==> src/rtl/tcs_pkg.sv <==
package tcs_pkg;

    typedef enum logic [3:0] {
        S_IDLE,
        S_LEAD,
        S_CAL,
        S_LAG,
        S_GAP,
        S_XFER,
        S_XGAP,
        S_DRAIN,
        S_DONE
    } tcs_state_e;

    function automatic int unsigned ceil_div_min1(input int unsigned num, input int unsigned den);
        int unsigned q;
        q = (num + den - 1) / den;
        return (q < 1) ? 1 : q;
    endfunction

endpackage

==> src/rtl/tcs_pick.sv <==
module tcs_pick #(
    parameter int unsigned N  = 4,
    parameter int unsigned IW = (N > 1) ? $clog2(N) : 1
) (
    input  logic [N-1:0]  req,
    output logic [IW-1:0] idx,
    output logic          any
);
    always_comb begin
        idx = '0;
        any = 1'b0;
        for (int i = N - 1; i >= 0; i--) begin
            if (req[i]) begin
                idx = IW'(i);
                any = 1'b1;
            end
        end
    end
endmodule

==> src/rtl/tcs_upd_gen.sv <==
module tcs_upd_gen #(
    parameter int unsigned N_ENG   = 4,
    parameter int unsigned N_BANK  = 4,
    parameter int unsigned UPD_CYC = 5,
    parameter int unsigned IW      = (N_ENG > 1) ? $clog2(N_ENG) : 1
) (
    input  logic              clk,
    input  logic              rst_n,
    input  logic              fire,
    input  logic [IW-1:0]     src_eng,
    input  logic [N_BANK-1:0] bank_en,
    output logic [N_BANK-1:0] upd,
    output logic              busy
);
    localparam int unsigned UW = $clog2(UPD_CYC + 1);

    for (genvar b = 0; b < N_BANK; b++) begin : g_bank
        localparam int unsigned FEED = b % N_ENG;
        logic [UW-1:0] left;

        always_ff @(posedge clk or negedge rst_n) begin
            if (!rst_n) begin
                left <= '0;
            end else if (fire && bank_en[b] && (src_eng == IW'(FEED))) begin
                left <= UW'(UPD_CYC);
            end else if (left != '0) begin
                left <= left - 1'b1;
            end
        end

        assign upd[b] = (left != '0);
    end

    assign busy = |upd;
endmodule

==> src/rtl/term_cal_seq.sv <==
module term_cal_seq
    import tcs_pkg::*;
#(
    parameter int unsigned N_ENG      = 4,
    parameter int unsigned N_BANK     = 4,
    parameter int unsigned CAL_CYCLES = 1000,
    parameter int unsigned CODE_BITS  = 28,
    parameter int unsigned CLK_PS     = 5000,
    parameter int unsigned UPD_MIN_PS = 25000
) (
    input  logic              clk,
    input  logic              rst_n,
    input  logic              start,
    input  logic [N_ENG-1:0]  engine_mask,
    input  logic [N_BANK-1:0] bank_mask,
    output logic              cal_en,
    output logic              clr_n,
    output logic [N_ENG-1:0]  eng_sel,
    output logic [N_BANK-1:0] bank_upd,
    output logic              done
);
    localparam int unsigned UPD_CYC = ceil_div_min1(UPD_MIN_PS, CLK_PS);
    localparam int unsigned IW      = (N_ENG > 1) ? $clog2(N_ENG) : 1;
    localparam int unsigned MAXW    = (CAL_CYCLES > CODE_BITS) ? CAL_CYCLES : CODE_BITS;
    localparam int unsigned CW      = $clog2(MAXW + 1);

    tcs_state_e          state, state_nx;
    logic [CW-1:0]       cnt;
    logic [N_ENG-1:0]    eng_q;
    logic [N_BANK-1:0]   bank_q;
    logic [N_ENG-1:0]    pending;
    logic [IW-1:0]       cur;
    logic [IW-1:0]       pick_idx;
    logic                pick_any;
    logic                cal_last;
    logic                xfer_last;
    logic                upd_busy;

    assign cal_last  = (cnt == CW'(CAL_CYCLES - 1));
    assign xfer_last = (cnt == CW'(CODE_BITS - 1));

    tcs_pick #(.N(N_ENG), .IW(IW)) u_pick (
        .req (pending),
        .idx (pick_idx),
        .any (pick_any)
    );

    tcs_upd_gen #(
        .N_ENG   (N_ENG),
        .N_BANK  (N_BANK),
        .UPD_CYC (UPD_CYC),
        .IW      (IW)
    ) u_upd (
        .clk     (clk),
        .rst_n   (rst_n),
        .fire    (state == S_XFER && xfer_last),
        .src_eng (cur),
        .bank_en (bank_q),
        .upd     (bank_upd),
        .busy    (upd_busy)
    );

    // next-state decision
    always_comb begin
        state_nx = state;
        unique case (state)
            S_IDLE:  if (start && (engine_mask != '0)) state_nx = S_LEAD;
            S_LEAD:  state_nx = S_CAL;
            S_CAL:   if (cal_last) state_nx = S_LAG;
            S_LAG:   state_nx = S_GAP;
            S_GAP:   state_nx = S_XFER;
            S_XFER:  if (xfer_last) state_nx = S_XGAP;
            S_XGAP:  state_nx = pick_any ? S_XFER : S_DRAIN;
            S_DRAIN: if (!upd_busy) state_nx = S_DONE;
            S_DONE:  state_nx = S_IDLE;
            default: state_nx = S_IDLE;
        endcase
    end

    // state register and sequencing data
    always_ff @(posedge clk or negedge rst_n) begin
        if (!rst_n) begin
            state   <= S_IDLE;
            cnt     <= '0;
            eng_q   <= '0;
            bank_q  <= '0;
            pending <= '0;
            cur     <= '0;
        end else begin
            state <= state_nx;
            cnt   <= (state_nx != state) ? '0 : cnt + 1'b1;
            if (state == S_IDLE && state_nx == S_LEAD) begin
                eng_q   <= engine_mask;
                bank_q  <= bank_mask;
                pending <= engine_mask;
            end
            if (state_nx == S_XFER && state != S_XFER) begin
                cur <= pick_idx;
            end
            if (state == S_XFER && xfer_last) begin
                pending <= pending & ~(N_ENG'(1) << cur);
            end
        end
    end

    // Moore outputs
    always_comb begin
        cal_en  = 1'b0;
        clr_n   = 1'b1;
        eng_sel = '0;
        done    = 1'b0;
        unique case (state)
            S_LEAD: begin
                cal_en = 1'b1;
                clr_n  = 1'b0;
            end
            S_CAL: begin
                cal_en  = 1'b1;
                eng_sel = eng_q;
            end
            S_LAG:  cal_en = 1'b1;
            S_XFER: eng_sel = N_ENG'(1) << cur;
            S_DONE: done = 1'b1;
            default: ;
        endcase
    end
endmodule

==> config.mk <==
export PLATFORM = sky130hd
export DESIGN_NAME = term_cal_seq
export DESIGN_NICKNAME = d
export VERILOG_FILES = /design/src/rtl/tcs_pkg.sv /design/src/rtl/tcs_pick.sv /design/src/rtl/tcs_upd_gen.sv /design/src/rtl/term_cal_seq.sv
export SDC_FILE = /design/constraint.sdc
export NUM_CORES = 1
export LEC_CHECK = 0
export ABC_AREA = 0
export BUFFER_PORTS_ARGS = -buffer_cell sky130_fd_sc_hd__buf_4
export CORE_ASPECT_RATIO = 0.7
export CORE_UTILIZATION = 47
export DETAILED_ROUTE_END_ITERATION = 7
export HOLD_SLACK_MARGIN = 0.12
export PLACE_DENSITY_LB_ADDON = 0.2
export SETUP_SLACK_MARGIN = 0.1
export SLEW_MARGIN = 20
export SYNTH_ARGS = -nofsm -noshare
export SYNTH_HDL_FRONTEND = slang
export SYNTH_HIERARCHICAL = 1
export SYNTH_SLANG_ARGS = --single-unit
export TNS_END_PERCENT = 100
==> constraint.sdc <==
create_clock -name clk -period 3.1 [get_ports clk]
set_input_delay 0.465 -clock clk [delete_from_list [all_inputs] [get_ports clk]]
set_output_delay 0.465 -clock clk [all_outputs]
set_load 0.01 [all_outputs]
==> results of run 1 <==
## stage by stage
step	util [%]	cell area [um2]	setup slack (ns)	hold WS, ns
CTS	58.15	2634	0.5779	0.1627
finish	58.15	2634	0.5822	0.1417
detailed placement	55.36	2507	0.6065	0.4739
floorplan	-	2322	0.8143	0.1694
global route	58.15	2634	0.4739	0.1790
global placement	55.36	2507	0.6745	0.4687
## final cells by class
class,count,area share (%)
inverters,10,1.425
flip-flops and latches,40,38.00
clock inverters,1,1.140
multi-input cells,156,46.37
clock buffers,7,3.658
repair buffers,22,6.271
well taps,66,3.135
## worst paths after layout
path,startpoint,to,slack (ns),depth (start not counted)
min in group clk,bank_mask[3],bank_q[3],0.39,2
max in group asynchronous,rst_n,cnt[0],2.61,1
max,u_upd/g_bank[2].left[0],cnt[9],0.58,8
max reg2reg,u_upd/g_bank[2].left[0],cnt[9],0.58,8
min reg2reg,bank_q[2],bank_q[2],0.49,1
min,rst_n,u_upd/g_bank[1].left[1],0.14,1
## sequential cells by signal, indices dropped and copies added (netlist names)
register           flops
bank_q                 4
pending                4
cur                    2
eng_q                  4
cnt                   10
u_upd/g_bank.left     12
state                  4
## routing by layer
layer | vias up | part of all wire, % | GRT usage, %
met5 | - | 0 | 0
met4 | 0 | 0.57 | 5.714
met3 | 2 | 3.7 | 4.490
met2 | 21 | 43 | 28.12
met1 | 786 | 53 | 26.46
li1 | 812 | - | -
## critical path: cells and delay by family, from the launching register on
kind / cells / cell delay, ns
adder cells (fa/ha/maj): 1 / 0.21
AO/OA/AOI/OAI: 2 / 0.74
AND/OR/NAND/NOR: 4 / 0.94
buffers and inverters: 1 / 0.09
flip-flops: 1 / 0.40
## where the power goes
group | switching (mW) | leakage, nW | internal, mW
sequential | 0 | 0.544 | 0.521
clock | 0.174 | 0.0645 | 0.284
combinational | 0.0134 | 0.727 | 0.00877
## synth_stat cells, drive strengths merged
| cell | count | area share, % |
|---|---|---|
| nand4b | 1 | 0.38 |
| xor2 | 5 | 1.9 |
| inv | 10 | 1.6 |
| nand2b | 5 | 2.3 |
| mux2i | 8 | 3.4 |
| a221oi | 1 | 0.65 |
| nor2 | 13 | 2.1 |
| dfrtp | 40 | 43 |
| nor4b | 2 | 1.4 |
| nor3 | 11 | 4.3 |
| and4 | 3 | 1.2 |
| or4 | 1 | 0.48 |
| a211o | 1 | 0.38 |
| buf | 7 | 2.0 |
| clkbuf | 4 | 0.65 |
| mux2 | 10 | 4.8 |
| xnor2 | 7 | 2.6 |
| nor3b | 2 | 0.86 |
| or2 | 1 | 0.27 |
| o21ai | 5 | 1.1 |
| o41a | 2 | 0.97 |
| o211a | 4 | 1.7 |
| o211ai | 1 | 0.32 |
| nor4bb | 2 | 0.86 |
| and3 | 7 | 1.9 |
| a22o | 4 | 1.5 |
| nand2 | 21 | 3.4 |
| a21oi | 5 | 1.2 |
| a32o | 1 | 0.48 |
| o31ai | 2 | 0.86 |
| nand3 | 7 | 1.5 |
| a311oi | 1 | 0.38 |
| nand4 | 3 | 0.81 |
| and2 | 1 | 0.27 |
| and4bb | 1 | 0.70 |
| nor2b | 7 | 1.9 |
| nand3b | 1 | 0.32 |
| a211oi | 1 | 0.32 |
| ha | 9 | 4.8 |
## kinds of logic (layout without fill, tap and decap cells)
family | Yosys count | count (layout) | share of synthesized area (%)
AO/OA/AOI/OAI | 28 | 28 | 9.914
XOR/XNOR | 12 | 12 | 4.526
adder cells (fa/ha/maj) | 9 | 9 | 4.849
buffers and inverters | 21 | 40 | 4.310
flip-flops | 40 | 40 | 43.10
multiplexers | 18 | 18 | 8.298
AND/OR/NAND/NOR | 89 | 89 | 25.00
==> results.yml, run 1 <==
cts:
  clock-sinks: 40
  hold_buffers: 0
  cts_made_buffers: 5
  clk_latency_ns: 0.28
  clock-root-buffer: "clkbuf_8"
  cts_tree: "done"
  htreeDepth: 2
  cts_resized: 0
  cts_setup_buffers: 0
  cts.path.max_buffers: 2
  cts.clk_slew.worst_paths_ns: 0.07
cells_and_area:
  fillers: 395
  multiInputGateArea_mm2: 0.001221
  num-nets-final: 255
  regArea_mm2: 0.001001
  drive_gt1_share_pct: 21.61
  fin_cells: 302
  final_cell_mix: "40 x dfrtp_1, 22 x buf_4, 21 x nand2_1"
  antenna_cells: 0
  final_common_cell: "dfrtp_1"
  area_delta_synth_final_pct: 13.42
die:
  start_util_pct: 51.27
  ioPinCount: 22
  core_mm2: 0.004529
  die-area_mm2: 0.005231
  die_h_um: 60.81
  rows: 20
  die_w_um: 86.02
global_route:
  grt_pass1_vias: 1474
  antenna_found_initial: 0
  grt_max_degree: 41
  gr-total-overflow: 0
  grt_pass1_wl_um: 7162
  grt_usage_pct: 18.52
worst_setup_path:
  end_kind: "flip-flop"
  cp_max_fo: 10
  start_kind: "flip-flop"
  crit_slowest_cell: "o41a_1"
  crit_arrival_ns: 2.67
  crit_type: "reg2reg"
  cpPeakStageDelay_ns: 0.58
  worstPathCellList: "inv_1, ha_1, nand2b_4, or4_4, and3_1, o21ai_0, o41a_1, nor3_2"
  cp.required_ns: 3.25
detailed_routing:
  viasPerCell: 5.368
  routed_wl_um: 4359
  post_drt_wl_per_cell_um: 14.43
  antenna_left: 0
  via_count: 1621
  drt-initial-drc-count: 102
  drcViolationCount: 0
  drtPass1Iterations: 4
placed_design:
  dp_hpwl_um: 3151
  place_inst: 294
  gp_congestion: 0.7683
  io_buffers: 21
synth:
  synth.distinct_cells: 48
  netlist_area_mm2: 0.002322
  synth_seq_area_share_pct: 43.10
  synth_warnings: 6
  syn_inst: 217
  ys_seq_elements: 40
  synth.net_count: 237
  synth.avg_cell_area_um2: 10.70
power:
  peakVddDrop_mv: 0.2217
  p_leak_nw: 1.336
  power.total_mw: 1.001
  power.density_mw_per_mm2: 380.2
timing:
  tightest_slew_ns: 0.6492
  hold_viol_final: 0
  rsz0062_at_grt: "no"
  fmax_ghz: 0.3972
  period_share_pct: 81.22
  maxSlewViolCount: 0
  fin_crit_ns: 2.518
  slew_headroom_pct: 56.72
  finClkSkew_ns: 0.003333
  setup_viol_count_final: 0
  tns_ns: 0
run:
  maxCapViolCount: 0
worst_hold_path:
  hold_path_class: "in2async"
run_status:
  status: "finished clean"
(Power assumes the default switching activity.)
==> run 2, diff against run 1 <==
==> constraint.sdc (replaced) <==
create_clock -name clk -period 2.44 [get_ports clk]
set_input_delay 0.366 -clock clk [delete_from_list [all_inputs] [get_ports clk]]
set_output_delay 0.366 -clock clk [all_outputs]
set_load 0.01 [all_outputs]
==> results.yml, run 2 (synthesized netlist as in run 1, its figures left out) <==
global_route:
  antenna_found_initial: 0
  grt_usage_pct: 19.46
  grt_pass1_wl_um: 7603
  gr-total-overflow: 0
  grt_max_degree: 41
  grt_pass1_vias: 1505
timing:
  fmax_ghz: 0.4485
  finClkSkew_ns: 0.009699
  setup_viol_count_final: 0
  tns_ns: 0
  slew_headroom_pct: 54.46
  finalWorstSetupSlack_ns: 0.2106
  hold_viol_final: 0
  fin_crit_ns: 2.229
  rsz0062_at_grt: "no"
  maxSlewViolCount: 0
  whs_ns: 0.2755
  tightest_slew_ns: 0.6831
  period_share_pct: 91.37
worst_setup_path:
  r2r-end: "cur[0]"
  crit_arrival_ns: 2.41
  crit_type: "reg2reg"
  r2r-start: "u_upd/g_bank[2].left[1]"
  crit_family: "simple AND/OR/NAND/NOR gates"
  reg2reg_slack_ns: 0.21
  cp.required_ns: 2.62
  r2r_cells: 8
  end_kind: "flip-flop"
  cp_max_fo: 5
  worstPathCellList: "inv_2, ha_4, nand2b_4, or4_4, and3_4, a211oi_4, a221oi_2, mux2_1"
  cpPeakStageDelay_ns: 0.55
  start_kind: "flip-flop"
  crit_slowest_cell: "or4_4"
  path_buf_inv: 1
cts:
  clk_latency_ns: 0.30
  cts.clk_slew.worst_paths_ns: 0.09
  htreeDepth: 2
  cts_made_buffers: 5
  cts.path.max_buffers: 2
  cts_tree: "done"
  clock-root-buffer: "clkbuf_8"
  clock-sinks: 40
die:
  rows: 20
  die_h_um: 60.81
  ioPinCount: 22
  start_util_pct: 51.27
  die-area_mm2: 0.005231
  core_mm2: 0.004529
  die_w_um: 86.02
cells_and_area:
  max_flop_register: "u_upd/g_bank.left"
  largest_reg_flops: 12
  top_regs: "u_upd/g_bank.left (12), cnt (10)"
  drive_gt1_share_pct: 27.16
  final_common_cell: "dfrtp_1"
  fin_cells: 309
  area_delta_synth_final_pct: 17.62
  num-nets-final: 262
  antenna_cells: 0
  final_cell_mix: "40 x dfrtp_1, 27 x buf_4, 21 x nand2_1"
worst_hold_path:
  hold_start: "bank_mask[3]"
  hold_path_class: "in2reg"
  min_path_cells: 2
  min_to: "bank_q[3]"
detailed_routing:
  drt-initial-drc-count: 111
  via_count: 1661
  drtPass1Iterations: 4
  viasPerCell: 5.375
  post_drt_wl_per_cell_um: 14.64
  routed_wl_um: 4524
  drcViolationCount: 0
  antenna_left: 0
power:
  power.total_mw: 1.142
  p_comb_share_pct: 2.7
  p_leak_nw: 1.360
  p_int_mw: 0.8769
  peakVddDrop_mv: 0.3270
  switchingPower_mw: 0.2655
  pwr-share-clk_pct: 39.3
  power.density_mw_per_mm2: 418.3
  switching_share_pct: 23.24
  power_frac_seq_pct: 58.0
run_status:
  status: "finished clean"
placed_design:
  gp_congestion: 0.8450
  io_buffers: 21
  dp_hpwl_um: 3209
  place_inst: 299
  preCtsSetupSlack_ns: 0.05533
run:
  maxCapViolCount: 0
==> run 2: cell count changes in the layout (fill, tap and decap cells not counted), moves of 3 or more <==
| cell | change |
|---|---|
| buf_4 | +5 |
| ha_4 | +3 |
| ha_1 | -3 |
| inv_2 | +4 |
| inv_1 | -4 |
==> run 2: layout make-up <==
cell class,count,area [um2]
Clock buffer,5,68.82
Clock inverter,3,23.77
Fill cell,381,1798
Inverter,10,37.54
Multi-Input combinational cell,156,1285
Sequential cell,40,1001
Tap cell,66,82.58
Timing Repair Buffer,29,232.7
==> run 2: what timing repair did <==
action                     4_1_cts  5_1_grt
pin swaps                        0        5
hold endpoints to repair        40        0
setup endpoints to repair       12       12
buffers inserted                 0        1
gates resized for setup          2       12
hold buffers                     1        0
==> run 2: how the worst max path moves through the flow <==
stage / start / endpoint / depth (start not counted)
floorplan: u_upd/g_bank[2].left[0] / cur[0] / 8
global placement: u_upd/g_bank[2].left[0] / cur[0] / 8
detailed placement: u_upd/g_bank[2].left[0] / cur[0] / 8
CTS: u_upd/g_bank[2].left[0] / cnt[8] / 9
global route: u_upd/g_bank[2].left[0] / cur[1] / 8
finish: u_upd/g_bank[2].left[1] / cur[0] / 8
==> run 2: power by group through the flow <==
stage	Sequential (mW)	Clock, mW	Combinational, mW
after floorplan	0.676	0	0.00152
after global placement	0.675	0	0.0305
after detailed placement	0.675	0	0.0309
after CTS	0.662	0.463	0.0323
after global routing	0.662	0.489	0.0360
final	0.662	0.449	0.0312
==> run 2: through the flow <==
step,util [%],area (um2)
CTS,58.84,2665
finish,60.30,2731
global placement,56.46,2557
detailed placement,56.46,2557
global route,60.30,2731
floorplan,-,2322
==> run 2: metal layers <==
layer	part of all wire, %	global-route usage (%)
met5	0	0
met3	3.9	4.082
met4	1.2	7.143
met2	41	26.98
met1	53	29.78
==> run 3, diff against run 2 <==
--- a/config.mk
+++ b/config.mk
@@ -12,6 +12,7 @@
 export DETAILED_ROUTE_END_ITERATION = 7
 export HOLD_SLACK_MARGIN = 0.12
 export PLACE_DENSITY_LB_ADDON = 0.2
+export RECOVER_POWER = 25
 export SETUP_SLACK_MARGIN = 0.1
 export SLEW_MARGIN = 20
 export SYNTH_ARGS = -nofsm -noshare
==> constraint.sdc (replaced) <==
create_clock -name clk -period 2.4 [get_ports clk]
set_input_delay 0.36 -clock clk [delete_from_list [all_inputs] [get_ports clk]]
set_output_delay 0.36 -clock clk [all_outputs]
set_load 0.01 [all_outputs]
==> results.yml, run 3 (synthesized netlist as in run 1, its figures left out) <==
detailed_routing:
  drcViolationCount: 0
  routed_wl_um: 4613
  drtPass1Iterations: 4
  via_count: 1650
  drt-initial-drc-count: 141
  antenna_left: 0
  post_drt_wl_per_cell_um: 14.69
  viasPerCell: 5.255
placed_design:
  place_inst: 301
  io_buffers: 21
  dp_hpwl_um: 3309
  gp_congestion: 0.8011
die:
  die_h_um: 60.81
  die-area_mm2: 0.005231
  ioPinCount: 22
  core_mm2: 0.004529
  rows: 20
  start_util_pct: 51.27
  die_w_um: 86.02
cts:
  clk_latency_ns: 0.30
  cts_tree: "done"
  clock-root-buffer: "clkbuf_8"
  clock-sinks: 40
  cts.path.max_buffers: 2
  cts.clk_slew.worst_paths_ns: 0.08
  cts_made_buffers: 5
  htreeDepth: 2
timing:
  setup_viol_count_final: 0
  hold_viol_final: 0
  tns_ns: 0
  tightest_slew_ns: 1.007
  period_share_pct: 93.17
  rsz0062_at_grt: "no"
  fmax_ghz: 0.4472
  fin_crit_ns: 2.236
  slew_headroom_pct: 32.86
  maxSlewViolCount: 0
  finClkSkew_ns: 0.005996
worst_setup_path:
  cp_max_fo: 3
  cp.required_ns: 2.58
  crit_arrival_ns: 2.42
  start_kind: "flip-flop"
  crit_type: "reg2reg"
  end_kind: "flip-flop"
  r2r_cells: 8
cells_and_area:
  fin_util_pct: 61.08
  area_delta_synth_final_pct: 19.13
  antenna_cells: 0
  max_flop_register: "u_upd/g_bank.left"
  fin_cells: 314
  final_cell_mix: "40 x dfrtp_1, 31 x buf_4, 21 x nand2_1"
  num-nets-final: 267
  final_common_cell: "dfrtp_1"
  drive_gt1_share_pct: 29.44
  top_regs: "u_upd/g_bank.left (12), cnt (10)"
  largest_reg_flops: 12
  fillers: 398
worst_hold_path:
  min_path_cells: 2
  hold_path_class: "in2reg"
global_route:
  grt_usage_pct: 19.16
  gr-total-overflow: 0
  grt_pass1_wl_um: 7500
  grt_max_degree: 41
  antenna_found_initial: 0
  grt_pass1_vias: 1524
power:
  power.density_mw_per_mm2: 421.2
  peakVddDrop_mv: 0.2197
  p_leak_nw: 1.383
run_status:
  status: "finished clean"
run:
  maxCapViolCount: 0
==> run 3: worst max-delay path, stage by stage, from the launching register on <==
cell      delay [ns]
dfrtp_1         0.40
inv_2           0.09
ha_4            0.15
nand2b_4        0.05
or4_4           0.52
and3_4          0.21
a211oi_4        0.24
a221oi_2        0.12
mux2_1          0.34
==> run 3: cell type report <==
class                           instances  area [um2]  area share (%)
Timing Repair Buffer                   34       267.8           9.679
Multi-Input combinational cell        156        1285           46.45
Inverter                               10       37.54           1.357
Tap cell                               66       82.58           2.985
Sequential cell                        40        1001           36.18
Clock inverter                          3       23.77          0.8593
Clock buffer                            5       68.82           2.488
==> run 3: report_power, final <==
part / leakage (nW) / internal [mW] / switching (mW)
sequential: 0.544 / 0.673 / 0
combinational: 0.798 / 0.0119 / 0.0188
clock: 0.0404 / 0.206 / 0.255
==> run 3: path summary, 6_finish.rpt <==
check | startpoint | end | slack, ns
worst max-delay path | u_upd/g_bank[3].left[1] | cur[1] | 0.16
worst min-delay path | bank_mask[0] | bank_q[0] | 0.27
worst max register to register | u_upd/g_bank[3].left[1] | cur[1] | 0.16
worst min register to register | bank_q[1] | bank_q[1] | 0.49
max in group asynchronous | rst_n | state[2] | 1.02
min in group asynchronous | rst_n | u_upd/g_bank[1].left[1] | 0.76
==> run 3: metal layers <==
| metal | vias up | wire length [um] | GRT usage [%] |
|---|---|---|---|
| met2 | 25 | 1907 | 26.64 |
| li1 | 825 | - | - |
| met1 | 795 | 2493 | 29.52 |
| met4 | 0 | 32 | 5.952 |
| met3 | 5 | 179 | 4.082 |
| met5 | - | 0 | 0 |
==> run 3: repair_timing <==
| item | in CTS | in global routing |
|---|---|---|
| gates resized for setup | 1 | 14 |
| hold buffers | 1 | 0 |
| setup buffers | 0 | 4 |
| endpoints found under the hold margin | 40 | 0 |
| setup endpoints to repair | 2 | 12 |
| pin swaps | 0 | 5 |
==> run 3: stage by stage <==
step / worst slack, ns / total power [mW] / cell area (um2) / hold slack [ns]
6_report: 0.1640 / 1.165 / 2766 / 0.2720
4_1_cts: 0.1093 / 1.181 / 2680 / 0.2646
3_3_place_gp: 0.08328 / 0.7177 / 2572 / 0.3798
3_5_place_dp: 0.02848 / 0.7179 / 2572 / 0.3805
5_1_grt: 0.08476 / 1.214 / 2766 / 0.2718
2_1_floorplan: 0.1143 / 0.6885 / 2322 / 0.06441
